==> config.mk <==
export PLATFORM = sky130hd
export DESIGN_NAME = useq_top
export DESIGN_NICKNAME = d
export VERILOG_FILES = /design/src/rtl/useq_pkg.sv /design/src/rtl/ucode_rom.sv /design/src/rtl/ucode_next.sv /design/src/rtl/ucode_check.sv /design/src/rtl/useq_top.sv
export SDC_FILE = /design/constraint.sdc
export NUM_CORES = 1
export LEC_CHECK = 0
export BUFFER_PORTS_ARGS = -buffer_cell sky130_fd_sc_hd__clkbuf_2
export CELL_PAD_IN_SITES_DETAIL_PLACEMENT = 1
export CELL_PAD_IN_SITES_GLOBAL_PLACEMENT = 1
export CORE_ASPECT_RATIO = 0.6
export CORE_MARGIN = 2
export CORE_UTILIZATION = 39
export DETAILED_ROUTE_END_ITERATION = 12
export HOLD_SLACK_MARGIN = 0.02
export PLACE_DENSITY = 0.8
export SYNTH_ARGS = -nofsm -noshare
export SYNTH_HDL_FRONTEND = slang
export SYNTH_SLANG_ARGS = --single-unit
==> constraint.sdc <==
create_clock -name clk -period 8.6 [get_ports clk]
set_clock_uncertainty 0.2 [all_clocks]
set_input_delay 0.86 -clock clk [delete_from_list [all_inputs] [get_ports clk]]
set_output_delay 0.86 -clock clk [all_outputs]
set_load 0.1 [all_outputs]
==> src/rtl/useq_pkg.sv <==
package useq_pkg;

    localparam int UPC_W     = 5;
    localparam int OPC_W     = 4;
    localparam int CTL_W     = 2 * UPC_W + 2;
    localparam int CHK_W     = $clog2(CTL_W + 1);
    localparam int ROM_DEPTH = 1 << UPC_W;
    localparam int DSP_DEPTH = 1 << OPC_W;

    typedef enum logic [1:0] {
        SEQ_ZERO = 2'd0,
        SEQ_INC  = 2'd1,
        SEQ_DSP1 = 2'd2,
        SEQ_DSP2 = 2'd3
    } seq_e;

    typedef struct packed {
        logic [CTL_W-1:0] ctl;
        seq_e             seq;
        logic [UPC_W-1:0] tag;
        logic [CHK_W-1:0] chk;
    } uword_t;

    function automatic logic [CHK_W-1:0] zero_count(input logic [CTL_W-1:0] v);
        logic [CHK_W-1:0] n;
        n = '0;
        for (int i = 0; i < CTL_W; i++) begin
            if (!v[i]) n = n + 1'b1;
        end
        return n;
    endfunction

    function automatic uword_t build_word(input int unsigned a);
        uword_t           w;
        logic [UPC_W-1:0] ad;
        ad    = UPC_W'(a);
        w.ctl = {ad, ~ad, ad[1:0]};
        w.tag = ad;
        w.chk = zero_count(w.ctl);
        if (ad == '0)
            w.seq = SEQ_DSP1;
        else if (ad < UPC_W'(ROM_DEPTH / 2))
            w.seq = ad[0] ? SEQ_INC : SEQ_DSP2;
        else
            w.seq = (ad[1:0] == 2'b11) ? SEQ_ZERO : SEQ_INC;
        return w;
    endfunction

    function automatic logic [UPC_W-1:0] disp1_entry(input int unsigned op);
        return UPC_W'(op) + UPC_W'(1);
    endfunction

    function automatic logic [UPC_W-1:0] disp2_entry(input int unsigned op);
        return UPC_W'(ROM_DEPTH / 2) + UPC_W'(op);
    endfunction

endpackage

==> src/rtl/ucode_rom.sv <==
module ucode_rom
    import useq_pkg::*;
(
    input  logic [UPC_W-1:0] addr,
    output uword_t           word
);
    uword_t rom [ROM_DEPTH];

    for (genvar g = 0; g < ROM_DEPTH; g++) begin : g_rom
        assign rom[g] = build_word(g);
    end

    assign word = rom[addr];
endmodule

==> src/rtl/ucode_next.sv <==
module ucode_next
    import useq_pkg::*;
(
    input  logic [UPC_W-1:0] upc,
    input  seq_e             seq,
    input  logic [OPC_W-1:0] opcode,
    output logic [UPC_W-1:0] nxt
);
    logic [UPC_W-1:0] tbl1 [DSP_DEPTH];
    logic [UPC_W-1:0] tbl2 [DSP_DEPTH];

    for (genvar g = 0; g < DSP_DEPTH; g++) begin : g_dsp
        assign tbl1[g] = disp1_entry(g);
        assign tbl2[g] = disp2_entry(g);
    end

    always_comb begin
        unique case (seq)
            SEQ_ZERO: nxt = '0;
            SEQ_INC:  nxt = upc + UPC_W'(1);
            SEQ_DSP1: nxt = tbl1[opcode];
            SEQ_DSP2: nxt = tbl2[opcode];
            default:  nxt = '0;
        endcase
    end
endmodule

==> src/rtl/ucode_check.sv <==
module ucode_check
    import useq_pkg::*;
(
    input  logic             clk,
    input  logic             rst,
    input  logic [UPC_W-1:0] upc,
    input  uword_t           word,
    output logic             seq_err,
    output logic             code_err
);
    logic tag_bad;
    logic chk_bad;

    assign tag_bad = (word.tag != upc);
    assign chk_bad = (zero_count(word.ctl) != word.chk);

    always_ff @(posedge clk) begin
        if (rst) begin
            seq_err  <= 1'b0;
            code_err <= 1'b0;
        end else begin
            seq_err  <= seq_err  | tag_bad;
            code_err <= code_err | chk_bad;
        end
    end
endmodule

==> src/rtl/useq_top.sv <==
module useq_top
    import useq_pkg::*;
(
    input  logic             clk,
    input  logic             rst,
    input  logic [OPC_W-1:0] opcode,
    input  logic             inj_upc_flip,
    input  logic             inj_ctl_flip,
    output logic [CTL_W-1:0] ctl_out,
    output logic [UPC_W-1:0] upc_out,
    output logic             seq_err,
    output logic             code_err
);
    logic [UPC_W-1:0] upc_q;
    logic [UPC_W-1:0] upc_d;
    logic [UPC_W-1:0] rom_addr;
    uword_t           fetched;
    uword_t           checked;

    assign rom_addr = upc_q ^ {{(UPC_W-1){1'b0}}, inj_upc_flip};

    ucode_rom i_rom (
        .addr (rom_addr),
        .word (fetched)
    );

    always_comb begin
        checked        = fetched;
        checked.ctl[0] = fetched.ctl[0] ^ inj_ctl_flip;
    end

    ucode_next i_next (
        .upc    (upc_q),
        .seq    (checked.seq),
        .opcode (opcode),
        .nxt    (upc_d)
    );

    ucode_check i_check (
        .clk      (clk),
        .rst      (rst),
        .upc      (upc_q),
        .word     (checked),
        .seq_err  (seq_err),
        .code_err (code_err)
    );

    always_ff @(posedge clk) begin
        if (rst) upc_q <= '0;
        else     upc_q <= upc_d;
    end

    assign upc_out = upc_q;
    assign ctl_out = checked.ctl;
endmodule

==> impl_results.md <==
* Worst Setup Start Kind: input pin
* Crit path top cell by count: ha_1
* GRT overflow at 0
* Initial antenna violation count at 0
* Largest net degree at the start of global routing at 23
* Sequential share of the synthesized area at 8.602%
* Die Height at 54.06 µm
* Drc violations at 0
* Synthesized Nets at 220
* Slowest stage delay, CP at 0.48 ns
* Final ANT Viol Nets at 0
* Number of synthesized flops with an enable pin at 0
* Distinct cells, synth at 58
* Final Util at 48.95%
* Layout cells sized above 1 at 32.74%
* Row count at 18
* CTS tree: yes
* Critical path peak fanout at 5
* CP Class: in2reg
* Async S/R FF share, synth at 0%
* Placer Congestion at 0.8235
* Top Ports at 27
* Predominant post-synthesis flop cell: dfxtp_1
* Final-report max-slew violation count at 0
* Clock sink count at 7
* Multi-input logic area at 1458 µm²
* #FFs+latches synth at 7
* Final min period at 8.297 ns
* Sequential Area at 141.4 µm²
* HP Class: reg2reg
* Syn Area/Cell at 8.397 µm²
* CTS Hold Bufs at 0
* CTS max path bufs at 2
* Cell count after synthesis at 194
* Vias after detailed routing at 1577
* Outcome: finished, final reports clean
* Crit end category: flop
* Wire per inst at 18.03 µm
* Most common cell after layout, fill and taps aside: clkbuf_2
* Rel. slew slack at 29.25%
* Fin Setup TNS at 0 ns
* Worst path bufs/invs at 5
* Cell family with most CP delay: adder cells
* Commonest cells after routing, fill and taps aside: clkbuf_2, xnor2_1, ha_1
* Port bufs at 26
* Crit path required time at 8.53 ns
* Die area at 4727 µm²
* DRT Wirelength at 4977 µm
* CTS root buffer: clkbuf_8
* Setup-failing EPs final at 0
* Hold Fails Final Rpt at 0
* Post-Synthesis Cell Area at 1629 µm²
* Maximum clock rate at 0.1205 GHz
* Worst skew pair latency at 0.24 ns
* Max cap viols at 0
* Slowest-stage cell, CP: or3b_2
* Layout Nets at 253
* Drt first pass iters at 4
* CTS Buf Count at 3
* Number of global-route vias before repair at 1519
* Global-route wire length before repair at 7631 µm
* Final HPWL DP at 3673 µm
* Die span in x at 87.44 µm
* Core Area at 4054 µm²
* Fill cells at 522
* First DRT Iteration DRCs at 70
* Initial Util at 40.19%
* Antenna cells at 0
* Area Growth Syn to Fin at 21.81%
* Worst slew pin tran at 1.046 ns
* Htree depth at 1
* Via density at 5.714
* All-layer global routing usage at 21.11%
* Final worst-path cycle share at 96.47%
* Ys Warns at 0
* Clk slew on worst S/H paths at 0.05 ns
* Crit path DAT at 8.23 ns
==> metal layers <==
| metal | GRT usage, % | wire length [µm] | up-vias |
|---|---|---|---|
| li1 | - | - | 754 |
| met1 | 30.14 | 2377 | 771 |
| met2 | 34.85 | 2338 | 47 |
| met3 | 2.914 | 237 | 5 |
| met4 | 2.821 | 23 | 0 |
| met5 | 0 | 0 | - |
==> worst register-to-register path, delay by kind of cell (launching register included) <==
family                     cells  cell delay, ns
adders and majority gates      9            2.56
and+or+nand+nor               11            2.24
AOI/OAI and AO/OA              7            0.94
muxes                          3            0.85
buffers and inverters          4            0.45
DFF                            1            0.36
xor gates and xnor gates       1            0.18
==> final timing paths <==
path	startpoint	to	slack, ns	cells past startpoint
max reg2reg	upc_out[0]	i_check.code_err	0.71	35
min	i_check.seq_err	i_check.seq_err	0.29	2
min reg2reg	i_check.seq_err	i_check.seq_err	0.29	2
max	inj_upc_flip	i_check.code_err	0.30	36
==> metrics by stage <==
stage          instances  area [µm²]  hold slack [ns]  setup WS [ns]
2_1_floorplan        194        1649           0.5738        0.02459
3_3_place_gp         269        1853           0.2614        0.04655
3_5_place_dp         269        1853           0.2789        -0.2049
4_1_cts              273        1899           0.2980        0.02252
5_1_grt              276        1984           0.3328       -0.06007
6_report             276        1984           0.2900         0.3033
==> cells in the mapped netlist, types with 3 or more instances <==
master     n  share of area [%]
a21oi_1   11                3.4
a221oi_1   3                1.6
a31oi_1    4                1.5
and2_1     3                1.2
buf_2      3               0.92
buf_4      5                2.3
dfxtp_1    7                8.6
ha_1      18                 14
inv_1     10                2.3
mux2_2     4                2.8
nand2_1   16                3.7
nand3_1    4                1.2
nor2_1    13                3.0
nor3_1     6                1.8
nor3b_1    3                1.4
o21ai_0    3               0.92
o311ai_0   3                1.6
or3_1      3                1.2
xnor2_1   21                 11
xnor3_1    4                5.5
xor2_1     5                2.7
==> logic make-up (layout without fill, tap and decap cells) <==
family | Yosys count | in the layout | share of synthesized area [%]
compound gates | 42 | 42 | 18.82
xor+xnor | 36 | 36 | 27.34
fa+ha+maj | 18 | 18 | 13.83
buf+inv | 24 | 56 | 6.913
flops | 7 | 7 | 8.602
mux | 5 | 5 | 3.379
simple gates | 62 | 62 | 21.12
==> area by class of cell <==
class	count	area share, %
clock inverters	1	0.2522
repair buffers	39	11.48
flip-flops and latches	7	7.125
inverters	13	2.459
multi-input cells	163	73.46
clock buffers	3	2.081
well taps	50	3.153
==> sequential cells by signal (all words and copies together) (netlist names) <==
register	count
upc_out	5
i_check.code_err	1
i_check.seq_err	1
==> timing repair <==
| action | CTS | global route |
|---|---|---|
| endpoints found under the setup margin | 0 | 1 |
| gates resized for setup | 0 | 11 |
| setup buffers | 0 | 3 |
Power is not shown: default switching activity piles up to over one toggle a cycle in this logic, so the estimate is an artifact.
